[config.mk]
export PLATFORM = sky130hd
export DESIGN_NAME = nvram_port
export DESIGN_NICKNAME = d
export VERILOG_FILES = /design/src/rtl/nvp_pkg.sv /design/src/rtl/nvp_decode.sv /design/src/rtl/nvp_addr.sv /design/src/rtl/nvp_seq.sv /design/src/rtl/nvram_port.sv
export SDC_FILE = /design/constraint.sdc
export NUM_CORES = 1
export LEC_CHECK = 0
export ABC_AREA = 1
export ABC_CLOCK_PERIOD_IN_PS = 2600
export BUFFER_PORTS_ARGS = -buffer_cell sky130_fd_sc_hd__buf_2
export CAP_MARGIN = 20
export CORE_MARGIN = 10
export CORE_UTILIZATION = 40
export DETAILED_ROUTE_END_ITERATION = 8
export MAX_ROUTING_LAYER = met4
export PLACE_DENSITY = 0.81
export SYNTH_ARGS = -nofsm -noshare
export SYNTH_HDL_FRONTEND = slang
export SYNTH_SLANG_ARGS = --single-unit
[constraint.sdc]
create_clock -name clk_i -period 2.6 [get_ports clk_i]
set_input_delay 0.13 -clock clk_i [delete_from_list [all_inputs] [get_ports clk_i]]
set_output_delay 0.13 -clock clk_i [all_outputs]
set_load 0.05 [all_outputs]
[src/rtl/nvp_pkg.sv]
package nvp_pkg;
  localparam int unsigned REG_W      = 32;
  localparam int unsigned BYTE_W     = 8;
  localparam int unsigned ADDR_BYTES = 2;
  localparam int unsigned ADDR_W     = BYTE_W * ADDR_BYTES;
  localparam int unsigned LANES      = REG_W / BYTE_W;
  localparam int unsigned CMD_W      = 3;
  localparam int unsigned CMD_LSB    = REG_W - CMD_W;
  localparam int unsigned DAT_LSB    = 16;
  localparam int unsigned CMD_LANE   = 3;
  localparam int unsigned DAT_LANE   = DAT_LSB / BYTE_W;

  typedef enum logic [CMD_W-1:0] {
    CMD_LD_LO = 3'b100,
    CMD_LD_HI = 3'b101,
    CMD_WR    = 3'b110,
    CMD_RD    = 3'b111
  } cmd_e;

  typedef struct packed {
    logic              vld;
    logic              we;
    logic [BYTE_W-1:0] data;
  } start_t;
endpackage

[src/rtl/nvp_decode.sv]
module nvp_decode
  import nvp_pkg::*;
(
  input  logic                  clk_i,
  input  logic                  rst_ni,
  input  logic                  we_i,
  input  logic [LANES-1:0]      be_i,
  input  logic [REG_W-1:0]      wdata_i,
  input  logic                  busy_i,
  input  logic                  rd_done_i,
  input  logic [BYTE_W-1:0]     rd_byte_i,
  output logic [ADDR_BYTES-1:0] load_o,
  output logic [BYTE_W-1:0]     addr_byte_o,
  output start_t                start_o,
  output logic [BYTE_W-1:0]     data_o
);
  logic [CMD_W-1:0]  cmd;
  logic [BYTE_W-1:0] byte_in;
  logic              cmd_wr, dat_wr, is_load;
  logic              pend_v_q, pend_hi_q;
  logic              eff_v, eff_hi;
  logic [BYTE_W-1:0] data_q;

  assign cmd     = wdata_i[CMD_LSB +: CMD_W];
  assign byte_in = wdata_i[DAT_LSB +: BYTE_W];
  // top command bit clear: not a command
  assign cmd_wr  = we_i & be_i[CMD_LANE] & ~busy_i & cmd[CMD_W-1];
  assign dat_wr  = we_i & be_i[DAT_LANE] & ~busy_i;
  assign is_load = (cmd == CMD_LD_LO) || (cmd == CMD_LD_HI);

  // a command in the same write overrides the armed load
  assign eff_v  = cmd_wr ? is_load : pend_v_q;
  assign eff_hi = cmd_wr ? cmd[0]  : pend_hi_q;

  for (genvar i = 0; i < ADDR_BYTES; i++) begin : g_load
    assign load_o[i] = dat_wr & eff_v & (eff_hi == 1'(i));
  end
  assign addr_byte_o = byte_in;

  always_ff @(posedge clk_i or negedge rst_ni) begin
    if (!rst_ni) begin
      pend_v_q  <= 1'b0;
      pend_hi_q <= 1'b0;
    end else if (dat_wr && eff_v) begin
      pend_v_q  <= 1'b0;
    end else if (cmd_wr) begin
      pend_v_q  <= is_load;
      pend_hi_q <= cmd[0];
    end
  end

  always_ff @(posedge clk_i or negedge rst_ni) begin
    if (!rst_ni)        data_q <= '0;
    else if (rd_done_i) data_q <= rd_byte_i;
    else if (dat_wr)    data_q <= byte_in;
  end

  assign start_o.vld  = cmd_wr & ~is_load;
  assign start_o.we   = (cmd == CMD_WR);
  assign start_o.data = be_i[DAT_LANE] ? byte_in : data_q;
  assign data_o       = data_q;

  p_busy_data_r8: assert property (@(posedge clk_i) disable iff (!rst_ni)
    busy_i && !rd_done_i |=> data_o == $past(data_o));
  p_one_load_r9: assert property (@(posedge clk_i) disable iff (!rst_ni)
    $onehot0(load_o));
endmodule

[src/rtl/nvp_addr.sv]
module nvp_addr
  import nvp_pkg::*;
(
  input  logic                  clk_i,
  input  logic                  rst_ni,
  input  logic [ADDR_BYTES-1:0] load_i,
  input  logic [BYTE_W-1:0]     byte_i,
  output logic [ADDR_W-1:0]     addr_o
);
  for (genvar i = 0; i < ADDR_BYTES; i++) begin : g_byte
    logic [BYTE_W-1:0] byte_q;
    always_ff @(posedge clk_i or negedge rst_ni) begin
      if (!rst_ni)        byte_q <= '0;
      else if (load_i[i]) byte_q <= byte_i;
    end
    assign addr_o[i*BYTE_W +: BYTE_W] = byte_q;
  end

  p_hold_r2: assert property (@(posedge clk_i) disable iff (!rst_ni)
    load_i == '0 |=> $stable(addr_o));
endmodule

[src/rtl/nvp_seq.sv]
module nvp_seq
  import nvp_pkg::*;
(
  input  logic              clk_i,
  input  logic              rst_ni,
  input  start_t            start_i,
  input  logic [ADDR_W-1:0] addr_i,
  input  logic              mem_ack_i,
  input  logic [BYTE_W-1:0] mem_rdata_i,
  output logic              mem_req_o,
  output logic              mem_we_o,
  output logic [ADDR_W-1:0] mem_addr_o,
  output logic [BYTE_W-1:0] mem_wdata_o,
  output logic              busy_o,
  output logic              rd_done_o,
  output logic [BYTE_W-1:0] rd_byte_o
);
  logic              req_q, we_q;
  logic [ADDR_W-1:0] addr_q;
  logic [BYTE_W-1:0] wdata_q;

  always_ff @(posedge clk_i or negedge rst_ni) begin
    if (!rst_ni) begin
      req_q   <= 1'b0;
      we_q    <= 1'b0;
      addr_q  <= '0;
      wdata_q <= '0;
    end else if (!req_q) begin
      if (start_i.vld) begin
        req_q   <= 1'b1;
        we_q    <= start_i.we;
        addr_q  <= addr_i;
        wdata_q <= start_i.data;
      end
    end else if (mem_ack_i) begin
      req_q <= 1'b0;
    end
  end

  assign mem_req_o   = req_q;
  assign mem_we_o    = we_q;
  assign mem_addr_o  = addr_q;
  assign mem_wdata_o = wdata_q;
  assign busy_o      = req_q;
  assign rd_done_o   = req_q & mem_ack_i & ~we_q;
  assign rd_byte_o   = mem_rdata_i;

  p_req_hold_r11: assert property (@(posedge clk_i) disable iff (!rst_ni)
    mem_req_o && !mem_ack_i |=> mem_req_o && $stable(mem_addr_o)
                                && $stable(mem_we_o) && $stable(mem_wdata_o));
  p_start_req_r6: assert property (@(posedge clk_i) disable iff (!rst_ni)
    start_i.vld && !busy_o |=> mem_req_o);
  p_ack_drop_r6: assert property (@(posedge clk_i) disable iff (!rst_ni)
    mem_req_o && mem_ack_i |=> !mem_req_o);
endmodule

[src/rtl/nvram_port.sv]
module nvram_port
  import nvp_pkg::*;
(
  input  logic              clk_i,
  input  logic              rst_ni,
  input  logic              reg_we_i,
  input  logic [3:0]        reg_be_i,
  input  logic [31:0]       reg_wdata_i,
  output logic [31:0]       reg_rdata_o,
  output logic              mem_req_o,
  output logic              mem_we_o,
  output logic [15:0]       mem_addr_o,
  output logic [7:0]        mem_wdata_o,
  input  logic [7:0]        mem_rdata_i,
  input  logic              mem_ack_i
);
  logic [ADDR_BYTES-1:0] load;
  logic [BYTE_W-1:0]     addr_byte, data, rd_byte;
  logic [ADDR_W-1:0]     addr;
  logic                  busy, rd_done;
  start_t                start;

  nvp_decode i_decode (
    .clk_i, .rst_ni,
    .we_i        (reg_we_i),
    .be_i        (reg_be_i),
    .wdata_i     (reg_wdata_i),
    .busy_i      (busy),
    .rd_done_i   (rd_done),
    .rd_byte_i   (rd_byte),
    .load_o      (load),
    .addr_byte_o (addr_byte),
    .start_o     (start),
    .data_o      (data)
  );

  nvp_addr i_addr (
    .clk_i, .rst_ni,
    .load_i (load),
    .byte_i (addr_byte),
    .addr_o (addr)
  );

  nvp_seq i_seq (
    .clk_i, .rst_ni,
    .start_i     (start),
    .addr_i      (addr),
    .mem_ack_i   (mem_ack_i),
    .mem_rdata_i (mem_rdata_i),
    .mem_req_o   (mem_req_o),
    .mem_we_o    (mem_we_o),
    .mem_addr_o  (mem_addr_o),
    .mem_wdata_o (mem_wdata_o),
    .busy_o      (busy),
    .rd_done_o   (rd_done),
    .rd_byte_o   (rd_byte)
  );

  always_comb begin
    reg_rdata_o                       = '0;
    reg_rdata_o[REG_W-1]              = busy;
    reg_rdata_o[DAT_LSB +: BYTE_W]    = data;
  end

  p_rd_capture_r5: assert property (@(posedge clk_i) disable iff (!rst_ni)
    mem_req_o && mem_ack_i && !mem_we_o |=> reg_rdata_o[23:16] == $past(mem_rdata_i));
  p_busy_addr_r8: assert property (@(posedge clk_i) disable iff (!rst_ni)
    mem_req_o && reg_we_i |=> $stable(addr));
  p_low_cmd_r7: assert property (@(posedge clk_i) disable iff (!rst_ni)
    reg_we_i && reg_be_i[3] && !reg_wdata_i[31] && !mem_req_o |=> !mem_req_o);
endmodule

==> After elaboration in Yosys (flattened, before gate mapping) <==
Cells that the tools add are included.
{ "op_classes": {"n_lt_le_gt_ge": 0, "n_addsub": 0, "mux": 9, "n_div": 0, "n_shift": 0, "multipliers": 0, "reduce_logical": 4, "bitwise": 15, "eq_ne": 3} }
{ "ops": {"columns": ["operator", "n"], "rows": [
  ["two-way mux 8 bit", 3],
  ["bitwise AND 1 bit", 11],
  ["== test 3 bit, second input constant", 3],
  ["two-way mux 1 bit", 6],
  ["inverter 1 bit", 4],
  ["AND reduction 2 bit", 1],
  ["nonzero test 2 bit", 1],
  ["logical AND 1 bit", 1],
  ["logical OR 1 bit", 1]
]} }
{ "totals": {"latchBits": 0, "mem_bits_rw": 0, "regBits": 52, "out_inout_bits": 58, "memories": 0, "mem_bits_ro": 0} }

==> Logic depth before layout (Yosys ltp) <==
{ "depth": {"word_depth": 6, "mapped_depth": 9, "ltp_nobuf": 8} }

==> Modules after synthesis <==
Synthesis repeated with hierarchy kept, for this count alone.
{ "unflattened": {"hier_cells": 304, "area_unflattened_um2": 2642.5} }
{ "by_module_without_submodules": {"columns": ["mod", "seq_area_each_um2", "cells_per_inst", "area_per_inst_um2", "instances"], "rows": [
  ["nvp_seq", 650.6, 122, 1133.6, 1],
  ["nvp_decode", 250.2, 89, 714.4, 1],
  ["nvp_addr", 400.4, 68, 610.6, 1],
  ["nvram_port", 0.0, 25, 183.9, 1]
]} }

==> Worst setup path after synthesis <==
No wires, ideal clock.
{ "synth_path": {"path_kind": "flip-flop to flip-flop", "start": "register i_seq.req_q, in the netlist i_seq.busy_o", "end": "register i_addr.g_byte[1].byte_q[0]", "required_time_ps": 2479, "stages_incl_launch_ff": 8, "setup_time_ps": 121, "n_path_buf": 1, "arrival_time_ps": 1477, "path_slack_ps": 1002, "synth_period_minus_slack_ps": 1598, "cell_sequence": "dfrtp_1 -> nor2_4 -> nand2_4 -> clkinv_4 -> nand3_4 -> buf_6 -> o21bai_1 -> nand2_1"} }
{ "synth_between": {"elab_chain_len": 6, "word_cells_on_any_way": 8} }
{ "synth_rtl": {"columns": ["element", "line_no", "source"], "rows": [
  ["start, declared", "nvp_seq.sv:18", "logic req_q, we_q;"],
  ["start signal, assigned", "nvp_seq.sv:24", "req_q <= 1'b0;"],
  ["start signal, assigned", "nvp_seq.sv:30", "req_q <= 1'b1;"],
  ["start signal, assigned", "nvp_seq.sv:36", "req_q <= 1'b0;"],
  ["inverter 1 bit (no source line) *", null, null],
  ["bitwise AND 1 bit (2 in series)", "nvp_decode.sv:27", "assign cmd_wr = we_i & be_i[CMD_LANE] & ~busy_i & cmd[CMD_W-1];"],
  ["two-way mux 1 bit", "nvp_decode.sv:32", "assign eff_v = cmd_wr ? is_load : pend_v_q;"],
  ["bitwise AND 1 bit", "nvp_decode.sv:36", "assign load_o[i] = dat_wr & eff_v & (eff_hi == 1'(i));"],
  ["bitwise AND 1 bit *", "nvp_decode.sv:36", null],
  ["end signal, assigned", "nvp_addr.sv:14", "else if (load_i[i]) byte_q <= byte_i;"],
  ["end, declared", "nvp_addr.sv:11", "logic [BYTE_W-1:0] byte_q;"]
]} }
Every way passes the cells marked *; elsewhere a longest branch is shown, timed or not.
A chain may end at the register's enable or synchronous reset.

==> Worst setup path in the final report <==
{ "layout_path": {"start": "register i_seq.req_q, in the netlist i_seq.busy_o", "end": "register i_seq.addr_q[11], in the netlist i_seq.mem_addr_o[11]"} }
{ "layout_between": {"elab_chain_len": 5} }
{ "layout_rtl": {"columns": ["element", "line_no", "source"], "rows": [
  ["inverter 1 bit (no source line) *", null, null],
  ["bitwise AND 1 bit (2 in series)", "nvp_decode.sv:27", null],
  ["bitwise AND 1 bit", "nvp_decode.sv:58", "assign start_o.vld = cmd_wr & ~is_load;"],
  ["AND reduction 2 bit (no source line) *", null, null],
  ["end signal, assigned", "nvp_seq.sv:32", "addr_q <= addr_i;"],
  ["end, declared", "nvp_seq.sv:19", "logic [ADDR_W-1:0] addr_q;"]
]} }
Marked as above.

==> flow_metrics.env <==
export IMPL_worstPathMaxFanout=28
export IMPL_multi_input_area_sq_um=947.2
export IMPL_seq_area_frac_synth_pct=51.03
export IMPL_fillers=639
export IMPL_cp_arrival_ns=1.92
export IMPL_postSynthAreaPerCell_sq_um=8.823
export IMPL_ff2ff_path_depth=5
export IMPL_netlist_area_sq_um=2550
export IMPL_synth_edf_count=0
export IMPL_yosysMostFrequentCell="nand2_1"
export IMPL_critical_path_endpoint="i_seq.mem_addr_o[11]"
export IMPL_reg2reg_from="i_seq.busy_o"
export IMPL_syn_inst=289
export IMPL_finalMaxSlewViolations=0
export IMPL_crit_path_end_kind="flop"
export IMPL_cts_tree="yes"
export IMPL_synthFlopType="dfrtp_1"
export IMPL_timing_rr_end="i_seq.mem_addr_o[11]"
export IMPL_grt_pass1_wl_microns=9936
export IMPL_seqCellArea_sq_um=1301
export IMPL_tightestPinTransition_ns=0.6177
export IMPL_holdCritPathClass="input pin to flop"
export IMPL_async_flop_share_pct=100.0
export IMPL_yosysWarnings=0
export IMPL_antennaDiodeCount=0
export IMPL_gr_total_overflow=0
export IMPL_setup_ws_ns=0.8711
export IMPL_dp_cells=414
export IMPL_worst_ep_required_time_ns=2.79
export IMPL_place_ws_ns=0.8454
export IMPL_cts_root_buf="clkbuf_8"
export IMPL_port_buffers=59
export IMPL_numCtsBuffers=5
export IMPL_status="finished, final reports clean"
export IMPL_nNetsFinal=393
export IMPL_cellLeakagePower_nw=1.577
export IMPL_drv_cap=0
export IMPL_ctsResizeCount=0
export IMPL_critPathLaunchType="flop"
export IMPL_powerDensity_nw_per_um2=1062
export IMPL_die_height_microns=99.84
export IMPL_area_growth_pct=13.54
export IMPL_grt_max_degree=29
export IMPL_insertion_delay_ns=0.31
export IMPL_pin_count=106
export IMPL_place_hpwl_microns=4359
export IMPL_ant_nets=0
export IMPL_rsz0062_at_grt="false"
export IMPL_final_hold_viol_count=0
export IMPL_fp_dieW_microns=99.84
export IMPL_clock_sinks=52
export IMPL_die_area_sq_um=9968
export IMPL_drt_total_wl_microns=5778
export IMPL_num_rows=29
export IMPL_post_route_min_period_ns=1.729
export IMPL_drtIter0Drc=125
export IMPL_synthTopCellsByArea="dfrtp_1 (51%), nand2_1 (12%), buf_4 (7.1%)"
export IMPL_cts_max_path_buffers=2
export IMPL_route_detailed_drc=0
export IMPL_h_tree_depth=2
export IMPL_r2r_slack_ns=0.87
export IMPL_synth_seq_cells=52
export IMPL_finalClockSkew_ns=0.006411
export IMPL_place_gp_congestion=0.8369
export IMPL_start_util_pct=40.62
export IMPL_max_freq_ghz=0.5784
export IMPL_synth_top_area_share_pct=51.03
export IMPL_critPathKind="flop to flop"
export IMPL_yosysUniqueCellTypes=24
export IMPL_crit_path_start="i_seq.busy_o"
export IMPL_vias=1945
export IMPL_core_sq_um=6277
export IMPL_avgViaCountPerCell=4.598
export IMPL_synth_commonest_cells="nand2_1 (84), dfrtp_1 (52), inv_1 (32)"
export IMPL_path_clk_slew_ns=0.09
export IMPL_max_slew_margin_rel_pct=58.82
export IMPL_grt_pass1_vias=2041
export IMPL_drt_first_pass_iters=4
export IMPL_synth_top_cell_by_area="dfrtp_1"
export IMPL_grtUsageTotal_pct=12.47
export IMPL_timing_final_crit_share_pct=66.50
export IMPL_antenna_found_initial=0
export IMPL_drive_gt1_share_pct=23.70
export IMPL_setup_tns_ns=0
export IMPL_peakVddDrop_v=0.0004819
export IMPL_wl_per_cell_microns=13.66
export IMPL_setup_viol=0
export IMPL_layoutNonFillerInstCount=423
==> layout make-up <==
class,instances,area share (%)
clock buffer,6,2.506
multi-input combinational,191,32.71
sequential,52,44.94
timing repair buffer,62,11.50
tap,77,3.328
clock inverter,2,0.5618
inverter,33,4.451
==> per-layer routing <==
layer / global-route usage [%] / wire [microns] / vias up
li1: - / - / 977
met1: 16.14 / 2760 / 895
met2: 18.02 / 2550 / 66
met3: 4.327 / 398 / 7
met4: 3.638 / 68 / 0
met5: - / 0 / -
==> cell usage in the layout, fill, tap and decap left out, types with 4 or more instances in the layout <==
cell / count
o211ai_1: 7
o21ai_0: 19
o21ai_1: 11
nand2_2: 4
conb_1: 23
nand3_1: 18
nand2_1: 84
clkbuf_8: 5
o21bai_1: 13
buf_2: 59
dfrtp_1: 52
inv_1: 32
==> kinds of logic (layout without fill, tap and decap cells) <==
kind of cell           Yosys count  after routing  synth area share, %
flip-flops                      52             52                51.03
other                            1             23               0.1471
AND/OR/NAND/NOR                115            115                20.66
AO/OA/AOI/OAI                   53             53                13.10
buffers and inverters           68            103                15.06
==> worst min path at each step <==
| stage | startpoint | slack [ns] | endpoint | depth (start not counted) |
|---|---|---|---|---|
| after CTS | mem_ack_i | 0.02 | i_seq.busy_o | 2 |
| after global placement | reg_wdata_i[29] | 0.34 | i_seq.mem_we_o | 2 |
| after global routing | reg_wdata_i[29] | 0.02 | i_seq.mem_we_o | 2 |
| after detailed placement | rst_ni | 0.17 | i_seq.mem_addr_o[6] | 1 |
| after floorplan | rst_ni | -0.17 | i_addr.g_byte[0].byte_q[0] | 0 |
| final | mem_ack_i | 0.02 | i_seq.busy_o | 2 |
==> power by group <==
part	internal, mW	switching (mW)	total, mW
Combinational	0.341	1.06	1.40
Sequential	1.10	0.116	1.21
Clock	0.192	0.269	0.461
==> worst max-delay path, stage by stage, from the launching register on <==
cell     delay [ns]
dfrtp_1        0.45
nor2_4         0.21
nand3_2        0.40
buf_4          0.38
nand2_1        0.09
o21ai_0        0.08
==> repair_timing <==
item / 4_1_cts / 5_1_grt
setup buffers: 0 / 0
hold endpoints to repair: 26 / 0
hold buffers: 1 / 0
==> registers in the layout (all words and copies together) (netlist names) <==
register and cells:
i_addr.g_byte.byte_q 16, i_decode.data_o 8, i_decode.pend_hi_q 1, i_decode.pend_v_q 1, i_seq.busy_o 1, i_seq.mem_addr_o 16
i_seq.mem_wdata_o 8, i_seq.mem_we_o 1
==> per-stage QoR <==
stage | total power [mW] | hold WS [ns] | util (%) | cell area [sq um]
floorplan | 2.336 | -0.1656 | - | 2633
global placement | 2.608 | 0.3432 | 44.23 | 2776
detailed placement | 2.648 | 0.1731 | 44.55 | 2796
CTS | 3.118 | 0.01542 | 46.12 | 2895
global route | 3.295 | 0.02126 | 46.12 | 2895
finish | 3.076 | 0.01710 | 46.12 | 2895
Power figures use the tool's default switching activity.
